===== src/rtl/sport_pkg.sv =====
package sport_pkg;
   localparam int unsigned BYTE_W = 8;
   localparam int unsigned ADDR_W = 3;

   localparam logic [ADDR_W-1:0] OFS_DATA  = 3'd0;
   localparam logic [ADDR_W-1:0] OFS_IEN   = 3'd1;
   localparam logic [ADDR_W-1:0] OFS_IDENT = 3'd2;
   localparam logic [ADDR_W-1:0] OFS_LCTL  = 3'd3;
   localparam logic [ADDR_W-1:0] OFS_MCTL  = 3'd4;
   localparam logic [ADDR_W-1:0] OFS_LSTAT = 3'd5;
   localparam logic [ADDR_W-1:0] OFS_MSTAT = 3'd6;
   localparam logic [ADDR_W-1:0] OFS_SCR   = 3'd7;

   localparam int unsigned BANK_BIT = 7;
   localparam logic [BYTE_W-1:0] IDENT_RST = 8'h01;
   localparam logic [BYTE_W-1:0] TX_DROP   = 8'hFF;
   localparam logic [BYTE_W-1:0] EMPTY_RD  = 8'hFF;
   localparam logic [BYTE_W-1:0] MSTAT_VAL = 8'h00;

   typedef struct packed {
      logic [BYTE_W-1:0]   lctl;
      logic [BYTE_W-1:0]   ien;
      logic [BYTE_W-1:0]   mctl;
      logic [BYTE_W-1:0]   fctl;
      logic [BYTE_W-1:0]   scr;
      logic [BYTE_W-1:0]   ident;
      logic [2*BYTE_W-1:0] divisor;
   } sport_regs_t;
endpackage


===== src/rtl/sport_rxq.sv =====
module sport_rxq #(
   parameter int unsigned DEPTH = 64,
   parameter int unsigned W     = 8,
   localparam int unsigned PW   = (DEPTH > 1) ? $clog2(DEPTH) : 1,
   localparam int unsigned CW   = $clog2(DEPTH + 1)
) (
   input  logic          clk,
   input  logic          rst_n,
   input  logic          push,
   input  logic [W-1:0]  push_data,
   input  logic          pop,
   output logic [W-1:0]  head,
   output logic          empty,
   output logic          full,
   output logic [CW-1:0] count
);
   localparam logic [PW-1:0] LAST = PW'(DEPTH - 1);
   localparam logic [CW-1:0] CAP  = CW'(DEPTH);

   if (DEPTH < 2) begin : g_bad_depth
      $error("sport_rxq: DEPTH must be at least 2");
   end

   logic [W-1:0]  mem [DEPTH];
   logic [PW-1:0] wr_ptr, rd_ptr, wr_nxt, rd_nxt;
   logic [CW-1:0] cnt_q;
   logic          do_push, do_pop;

   assign empty   = (cnt_q == '0);
   assign full    = (cnt_q == CAP);
   assign count   = cnt_q;
   assign head    = mem[rd_ptr];
   assign do_push = push && !full;
   assign do_pop  = pop && !empty;

   if ((DEPTH & (DEPTH - 1)) == 0) begin : g_pow2_wrap
      assign wr_nxt = wr_ptr + 1'b1;
      assign rd_nxt = rd_ptr + 1'b1;
   end else begin : g_cmp_wrap
      assign wr_nxt = (wr_ptr == LAST) ? '0 : wr_ptr + 1'b1;
      assign rd_nxt = (rd_ptr == LAST) ? '0 : rd_ptr + 1'b1;
   end

   always_ff @(posedge clk) begin
      if (do_push) mem[wr_ptr] <= push_data;
   end

   always_ff @(posedge clk) begin
      if (!rst_n) begin
         wr_ptr <= '0;
         rd_ptr <= '0;
         cnt_q  <= '0;
      end else begin
         if (do_push) wr_ptr <= wr_nxt;
         if (do_pop)  rd_ptr <= rd_nxt;
         case ({do_push, do_pop})
            2'b10:   cnt_q <= cnt_q + 1'b1;
            2'b01:   cnt_q <= cnt_q - 1'b1;
            default: cnt_q <= cnt_q;
         endcase
      end
   end
endmodule


===== src/rtl/sport_regbank.sv =====
module sport_regbank
   import sport_pkg::*;
(
   input  logic              clk,
   input  logic              rst_n,
   input  logic [ADDR_W-1:0] addr,
   input  logic              wr,
   input  logic              rd,
   input  logic [BYTE_W-1:0] wdata,
   input  logic              q_empty,
   input  logic [BYTE_W-1:0] q_head,
   output logic              q_pop,
   output logic              tx_req,
   output logic [BYTE_W-1:0] tx_byte,
   output logic              bank_div,
   output logic              rx_irq_en,
   output logic [BYTE_W-1:0] fctl,
   output logic [BYTE_W-1:0] rdata
);
   sport_regs_t       r;
   logic [BYTE_W-1:0] rd_mux;
   logic [BYTE_W-1:0] lstat;

   assign bank_div  = r.lctl[BANK_BIT];
   assign rx_irq_en = r.ien[0];
   assign fctl      = r.fctl;
   assign tx_byte   = wdata;
   assign tx_req    = wr && (addr == OFS_DATA) && !bank_div && (wdata != TX_DROP);
   assign q_pop     = rd && (addr == OFS_DATA) && !bank_div && !q_empty;
   assign lstat     = {1'b0, 1'b1, 1'b1, 4'b0000, !q_empty};

   always_comb begin
      unique case (addr)
         OFS_DATA:  rd_mux = bank_div ? r.divisor[BYTE_W-1:0]
                                      : (q_empty ? EMPTY_RD : q_head);
         OFS_IEN:   rd_mux = bank_div ? r.divisor[2*BYTE_W-1:BYTE_W] : r.ien;
         OFS_IDENT: rd_mux = r.ident;
         OFS_LCTL:  rd_mux = r.lctl;
         OFS_MCTL:  rd_mux = r.mctl;
         OFS_LSTAT: rd_mux = lstat;
         OFS_MSTAT: rd_mux = MSTAT_VAL;
         default:   rd_mux = r.scr;
      endcase
   end

   always_ff @(posedge clk) begin
      if (!rst_n) begin
         r       <= '0;
         r.ident <= IDENT_RST;
         rdata   <= '0;
      end else begin
         if (rd) begin
            rdata <= rd_mux;
            if (addr == OFS_IDENT) r.ident <= r.ident ^ 8'h01;
         end
         if (wr) begin
            unique case (addr)
               OFS_DATA:  if (bank_div) r.divisor[BYTE_W-1:0] <= wdata;
               OFS_IEN:   if (bank_div) r.divisor[2*BYTE_W-1:BYTE_W] <= wdata;
                          else          r.ien <= wdata;
               OFS_IDENT: r.fctl <= wdata;
               OFS_LCTL:  r.lctl <= wdata;
               OFS_MCTL:  r.mctl <= wdata;
               OFS_SCR:   r.scr  <= wdata;
               default:   ;
            endcase
         end
      end
   end
endmodule


===== src/rtl/sport_events.sv =====
module sport_events
   import sport_pkg::*;
(
   input  logic              clk,
   input  logic              rst_n,
   input  logic              tx_req,
   input  logic [BYTE_W-1:0] tx_byte,
   input  logic              rx_accept,
   input  logic              rx_irq_en,
   output logic              tx_strobe,
   output logic [BYTE_W-1:0] tx_data,
   output logic              irq_pulse
);
   always_ff @(posedge clk) begin
      if (!rst_n) begin
         tx_strobe <= 1'b0;
         tx_data   <= '0;
         irq_pulse <= 1'b0;
      end else begin
         tx_strobe <= tx_req;
         if (tx_req) tx_data <= tx_byte;
         irq_pulse <= rx_accept && rx_irq_en;
      end
   end
endmodule


===== src/rtl/sport_regfile.sv =====
module sport_regfile #(
   parameter int unsigned DEPTH = 64,
   localparam int unsigned CW   = $clog2(DEPTH + 1)
) (
   input  logic       clk,
   input  logic       rst_n,
   input  logic [2:0] host_addr,
   input  logic       host_wr,
   input  logic       host_rd,
   input  logic [7:0] host_wdata,
   output logic [7:0] host_rdata,
   input  logic       rx_valid,
   input  logic [7:0] rx_data,
   output logic       tx_strobe,
   output logic [7:0] tx_data,
   output logic       irq_pulse,
   output logic [7:0] fifo_ctrl
);
   logic          q_empty, q_full, q_pop, tx_req, dlab, rx_irq_en, rx_accept;
   logic [7:0]    q_head, tx_byte;
   logic [CW-1:0] q_count;

   assign rx_accept = rx_valid && !q_full;

   sport_rxq #(.DEPTH(DEPTH), .W(8)) u_rxq (
      .clk(clk), .rst_n(rst_n), .push(rx_valid), .push_data(rx_data),
      .pop(q_pop), .head(q_head), .empty(q_empty), .full(q_full),
      .count(q_count)
   );

   sport_regbank u_regs (
      .clk(clk), .rst_n(rst_n), .addr(host_addr), .wr(host_wr),
      .rd(host_rd), .wdata(host_wdata), .q_empty(q_empty), .q_head(q_head),
      .q_pop(q_pop), .tx_req(tx_req), .tx_byte(tx_byte), .bank_div(dlab),
      .rx_irq_en(rx_irq_en), .fctl(fifo_ctrl), .rdata(host_rdata)
   );

   sport_events u_evt (
      .clk(clk), .rst_n(rst_n), .tx_req(tx_req), .tx_byte(tx_byte),
      .rx_accept(rx_accept), .rx_irq_en(rx_irq_en), .tx_strobe(tx_strobe),
      .tx_data(tx_data), .irq_pulse(irq_pulse)
   );
endmodule


===== config.mk =====
export PLATFORM = sky130hd
export DESIGN_NAME = sport_regfile
export DESIGN_NICKNAME = d
export VERILOG_FILES = /design/src/rtl/sport_pkg.sv /design/src/rtl/sport_rxq.sv /design/src/rtl/sport_regbank.sv /design/src/rtl/sport_events.sv /design/src/rtl/sport_regfile.sv
export SDC_FILE = /design/constraint.sdc
export NUM_CORES = 1
export LEC_CHECK = 0
export ABC_CLOCK_PERIOD_IN_PS = 4500
export BUFFER_PORTS_ARGS = -buffer_cell sky130_fd_sc_hd__buf_2
export CAP_MARGIN = 20
export CORE_ASPECT_RATIO = 1.5
export CORE_UTILIZATION = 50
export CTS_BUF_LIST = sky130_fd_sc_hd__clkbuf_16
export CTS_CLUSTER_DIAMETER = 60
export DETAILED_ROUTE_END_ITERATION = 16
export GPL_TIMING_DRIVEN = 1
export PLACE_DENSITY = 0.75
export SKIP_LAST_GASP = 1
export SLEW_MARGIN = 20
export SYNTH_ARGS = -nofsm -noshare
export SYNTH_HDL_FRONTEND = slang
export SYNTH_SLANG_ARGS = --single-unit
export TNS_END_PERCENT = 1

===== constraint.sdc =====
create_clock -name clk -period 4.5 [get_ports clk]
set_input_delay 0.675 -clock clk [delete_from_list [all_inputs] [get_ports clk]]
set_output_delay 0.675 -clock clk [all_outputs]
set_load 0.02 [all_outputs]

After elaboration in Yosys (flattened, before gate mapping)
Memories as Yosys holds them, arrays and structs flattened. A register that Yosys moved wholly into a read port is not among the register bits. Index checks and enable logic that the tools add are counted.

Register bits: 94. Memory bits (writable): 512. Input bits: 24. Output and inout bits: 26. Word-level logic and storage cells: 65. Memories kept: 1.

Memory list: u_rxq.mem (depth 64, width 8, read ports 1, clocked after Yosys merged registers in 1, write ports 1, line sport_rxq.sv:24) `logic [W-1:0] mem [DEPTH];`.

$add $sub $neg: 4. Eq/ne operators: 11. Muxes and demuxes: 9. Bitwise operators: 2. Reductions and logical operators: 23.

Operators by type and width (count): $pmux W8 S7 (1); $mux W8 (3); $pmux W7 S2 (1); $add A6 B1 Y6 const B (2); $eq A3 B3 Y1 const B (4); $mux W6 (2); $reduce_and A2 Y1 (5); $logic_and A1 B1 Y1 (9); $reduce_and A3 Y1 (3); $ne A8 B8 Y1 const B (1); $add A7 B1 Y7 const B (1); $eq A7 B7 Y1 const B (1); $logic_not A7 Y1 (1); $sub A7 B1 Y7 const B (1); $eq A3 B2 Y1 const B (2); $eq A3 B1 Y1 const B (1); $logic_not A1 Y1 (3); $logic_not A3 Y1 (1); $eq A2 B1 Y1 const B (1); $eq A2 B2 Y1 const B (1); $mux W1 (2); $not A1 Y1 (2); $reduce_bool A2 Y1 (1).

Depth between registers and ports, before layout
Depth in word-level cells: 7. Depth in mapped cells: 15. Mapped depth without buffers: 12.

By module
A second synthesis with hierarchy kept.

Cell total of the unflattened synthesis: 1458. Area, all modules: 24711.2 sq um.

By module, submodules not included: sport_rxq (times used 1, cells an instance 1046, area each 21126.5 sq um, seq. area each 15875.2 sq um); sport_regbank (times used 1, cells an instance 382, area each 3215.6 sq um, seq. area each 1301.2 sq um); sport_events (times used 1, cells an instance 29, area each 355.3 sq um, seq. area each 200.2 sq um); sport_regfile (times used 1, cells an instance 1, area each 13.8 sq um, seq. area each 0.0 sq um).

Least setup slack after synthesis
No wires, ideal clock.

Path type: in2reg. From: input port host_addr[2]. To: register u_rxq.cnt_q[6], in the netlist u_rxq.count[6]. Setup time: 72 ps. Data arrival time: 3891 ps. Data required time: 4428 ps. Slack: 537 ps. Stages: 14. Path buffers: 2. Cells stage by stage: clkbuf_1 -> nor2_1 -> nand2_1 -> nor3_2 -> ha_1 -> buf_1 -> xor2_1 -> ha_1 -> a21o_1 -> a31o_2 -> a21oi_1 -> or4b_1 -> a31oi_1 -> mux2i_1.

Cells in the longest elaborated chain, start to end: 7. Elaborated cells between the ends (all ways): 9. Those cells by class: 2 x eq/ne; 1 x mux; 6 x reduce/logical.

Ends and longest elaborated chain: start: declaration (line sport_regfile.sv:7) `input logic [2:0] host_addr,`; $logic_not A3 Y1 * (line sport_regbank.sv:29) `assign q_pop = rd && (addr == OFS_DATA) && !bank_div && !q_empty;`; $logic_and A1 B1 Y1 * (3 in a row) (line sport_regbank.sv:29); $logic_and A1 B1 Y1 * (line sport_rxq.sv:34) `assign do_pop = pop && !empty;`; $eq A2 B1 Y1 or $eq A2 B2 Y1 (tied branches) (line sport_rxq.sv:56) `case ({do_push, do_pop})`; $pmux W7 S2 or $reduce_bool A2 Y1 (tied branches); end signal: assignment (line sport_rxq.sv:57) `2'b10: cnt_q <= cnt_q + 1'b1;`; end signal: assignment (line sport_rxq.sv:58) `2'b01: cnt_q <= cnt_q - 1'b1;`; end signal: assignment (line sport_rxq.sv:59) `default: cnt_q <= cnt_q;`; end: declaration (line sport_rxq.sv:26) `logic [CW-1:0] cnt_q;`.

Mark *: on every way between the ends. The rest lies on a longest branch, timed or not. A chain may end at the register's enable or synchronous reset.

Final worst setup path
From: register u_rxq.cnt_q[3], in the netlist u_rxq.count[3]. To: register u_rxq.cnt_q[6], in the netlist u_rxq.count[6].

Cells in the longest elaborated chain, start to end: 6. Elaborated cells between the ends (all ways): 13. Those cells by class: 2 x add/sub; 3 x eq/ne; 1 x mux; 7 x reduce/logical.

Ends and longest elaborated chain: parallel branches: the longest is 6 deep, another holds $sub A7 B1 Y7.

Several ways; the timed one is not identified.

==> out/summary.log <==
INFO  drt            wirelength=53600um
INFO  synth          synth-edff-count=512
INFO  timing         fin_crit=3.38ns
INFO  clock_network  cts.hold.buffers_added=0
INFO  clock_network  cts_max_path_buffers=3
INFO  finish         drive_gt1_share=18.0%
INFO  run_status     status=completed
INFO  global_routing grt_util_met2=40.1%
INFO  timing         fmaxAchievable=296MHz
INFO  finish         syn_to_final_growth=9.21%
INFO  timing         timing.final.setup_violations=0
INFO  finish         layout_commonest_cell=edfxtp_1
INFO  critical_path  critPathCaptureType=register
INFO  placed_design  hpwlAfterDp=33900um
INFO  power_and_ir_drop switching_share=20.6%
INFO  die            initial_utilization=50.9%
INFO  synth          synth_cell_type_count=66
INFO  clock_network  root_buffer_master=clkbuf_16
INFO  placed_design  dp_cells=2001
INFO  clock_network  cts_tree=done
INFO  timing         timing_max_transition_violations_final=0
INFO  global_routing grt_first_pass_wirelength=80400um
INFO  drt            drtAntennaViolNets=0
INFO  synth          post_synth_main_area_contributors=edfxtp_1, mux4_2, dfxtp_1
INFO  clock_network  cts_setup_buffers=0
INFO  global_routing grt_overflow_total=0
INFO  run            cap_violations=0
INFO  clock_network  cts.reportedPaths.clkPinSlew=0.07ns
INFO  drt            via_count=12.9k
INFO  finish         multiInputGateArea=6360um^2
INFO  drt            drtPass1Iterations=5
INFO  power_and_ir_drop vdd.ir_drop.worst=0.280mV
INFO  timing         worst_slew_margin_rel=21.3%
INFO  die            fp.dieW=182um
INFO  synth          synthDominantCellAreaShare=63.1%
INFO  die            die-height=272um
INFO  synth          ys_async_rst_share=0%
INFO  power_and_ir_drop clock_share_of_power=39.4%
INFO  synth          synth_top_flop_cell=edfxtp_1
INFO  synth          syn_area_per_cell=17.0um^2
INFO  finish         fillerInstances=3564
INFO  critical_path  critical_path.reg2reg.startpoint=u_rxq.count[3]
INFO  power_and_ir_drop pwr-share-comb=3.4%
INFO  timing         hold_viol_final=0
INFO  power_and_ir_drop netSwitchingPower=2.23mW
INFO  critical_path  kind_of_start_point_of_the_critical_path=register
INFO  synth          synthesis.yosys.warnings=0
INFO  synth          synth_seq_cells=612
INFO  finish         ff_latch_area=17400um^2
INFO  power_and_ir_drop internal_power=8.60mW
INFO  synth          syn_area=24400um^2
INFO  global_routing grt.met1_usage=24.7%
INFO  critical_path  crit_required=5.01ns
INFO  die            design.die.area=49600um^2
INFO  drt            wire_per_inst=25.6um
INFO  timing         final.period_utilization=75.1%
INFO  timing         finalClockSkew=0.0113ns
INFO  drt            dr.first_iter.drc_count=1065
INFO  clock_network  post_cts_resized=0
INFO  die            placementRows=98
INFO  global_routing grt_util_met3=3.16%
INFO  power_and_ir_drop p_per_area=407nW/um^2
INFO  drt            drc_errors=0
INFO  synth          net_count_after_synthesis=1458
INFO  global_routing grt_max_degree=83
INFO  synth          yosysTopAreaCell=edfxtp_1
INFO  finish         layout.cells.most_common_list=edfxtp_1, nor2_1, nand2_1
INFO  drt            route.detailed.vias_per_inst=6.18
INFO  power_and_ir_drop seq_power_share=57.2%
INFO  clock_network  insertion_delay=0.58ns
INFO  global_routing grt_usage=21.9%
INFO  global_routing grt_most_used_layer=met2
INFO  timing         worst-slew-pin-transition=1.17ns
INFO  power_and_ir_drop static-leakage-power=8.52nW
INFO  timing         rsz_0062_raised_after_global_routing=no
INFO  die            i_o_pin_cnt=50
INFO  critical_path  worst_setup_path_startpoint=u_rxq.count[3]
INFO  clock_network  ctsHtreeMaxLevel=2
INFO  synth          portion_of_the_post_synthesis_area_used_by_sequential_elements=71.3%
INFO  placed_design  numPortBuffers=49
INFO  placed_design  gp_congestion=0.954
INFO  critical_path  worst-setup-path-type=reg2reg
INFO  global_routing number_of_antenna_violations_at_the_first_check_in_global_routing=0
INFO  clock_network  cts-buffers-inserted=51
INFO  timing         setup_tns_final=0ns
INFO  critical_path  max_fo_critical_path=9
INFO  clock_network  cts.sink_count=612
INFO  critical_path  critPathArrivalTime=3.89ns
INFO  global_routing grt_pass1_vias=13.1k
INFO  synth          number_of_instances_in_the_synthesized_netlist=1429
INFO  hold_path      min_path_type=in2reg
INFO  finish         final-instance-count-excl-fill=2093
INFO  finish         num-nets-final=1483
INFO  die            floorplan.core_area=47800um^2
INFO  hold_path      worstHoldStart=rst_n
[registers in the layout, summed over array words and instances (netlist names), named ones only]
register	count
u_rxq.mem	512
u_regs.r	47
u_evt.tx_data	8
u_regs.fctl	8
u_regs.rdata	8
u_rxq.count	7
u_rxq.rd_ptr	6
u_rxq.wr_ptr	6
u_evt.irq_pulse	1
u_evt.tx_strobe	1
u_regs.bank_div	1
u_regs.rx_irq_en	1
[cell usage after synthesis (8+ instances only)]
cell and number:
dfxtp_1 100, o22ai_1 11, mux2i_1 51, buf_6 11
nand3_1 12, edfxtp_1 512, buf_4 9, a22oi_1 8
o21ai_0 18, xor2_1 9, nand2_1 107, nor3_1 8
nor2b_1 10, nor2_1 130, inv_1 21, clkbuf_1 40
mux4_1 21, a22o_1 21, o221ai_1 8, a21oi_1 56
buf_1 10, a221oi_1 17, buf_2 22, mux4_2 106
[cells by family after synthesis]
group	after synthesis	share of synthesized area, %
DFF	612	71.3
and+or+nand+nor	312	5.62
AOI/OAI and AO/OA	185	5.33
muxes	181	14.3
buffers and inverters	118	2.60
xor gates and xnor gates	16	0.575
adders and majority gates	5	0.257
[power groups by stage]
stage | sequential (mW) | combinational, mW | clock [mW]
floorplan | 6.31 | 0.201 | 0
global placement | 6.31 | 0.352 | 0
detailed placement | 6.31 | 0.362 | 0
CTS | 6.19 | 0.365 | 4.32
global route | 6.19 | 0.391 | 4.53
finish | 6.19 | 0.367 | 4.27
[routing by layer]
metal	up-vias	wire length (um)
met5	-	0
met4	0	2560
met3	129	3070
met2	552	29000
met1	6597	19000
li1	5659	-
[path summary, 6_finish.rpt]
| path | endpoint | slack, ns | cells after the start |
|---|---|---|---|
| setup / recovery | u_rxq.count[6] | 1.12 | 13 |
| hold / removal | u_regs.r[16] | 0.39 | 2 |
| setup reg to reg | u_rxq.count[6] | 1.12 | 13 |
| hold reg to reg | u_evt.tx_data[6] | 0.44 | 2 |
[per-stage QoR]
| stage | utilization, % | power [mW] | area, um^2 | hold slack [ns] | setup slack (ns) |
|---|---|---|---|---|---|
| floorplan | - | 6.51 | 24400 | 0.432 | 0.537 |
| global placement | 52.3 | 6.66 | 25000 | 0.432 | 0.815 |
| detailed placement | 52.3 | 6.68 | 25000 | 0.433 | 0.761 |
| CTS | 55.6 | 10.9 | 26600 | 0.367 | 1.08 |
| global route | 55.6 | 11.1 | 26600 | 0.380 | 0.827 |
| finish | 55.6 | 10.8 | 26600 | 0.389 | 1.12 |
[worst max-delay path, cell delays in order (launching register included)]
cell	delay (ns)
dfxtp_1	0.49
nor2_1	0.07
buf_4	0.15
a31o_2	0.32
nor3_2	0.28
ha_1	0.24
xor2_1	0.07
ha_1	0.18
a21o_1	0.20
a31o_2	0.25
a21oi_1	0.21
or4b_1	0.45
a31oi_1	0.22
mux2i_1	0.19
[layout make-up]
cell class	count	area share (%)
multi-input cells	699	23.9
repair buffers	69	1.65
inverters	21	0.296
clock buffers	52	4.89
flip-flops and latches	612	65.3
clock inverters	39	1.10
well taps	600	2.82
diodes	1	0.00940
Power figures use the tool's default switching activity.
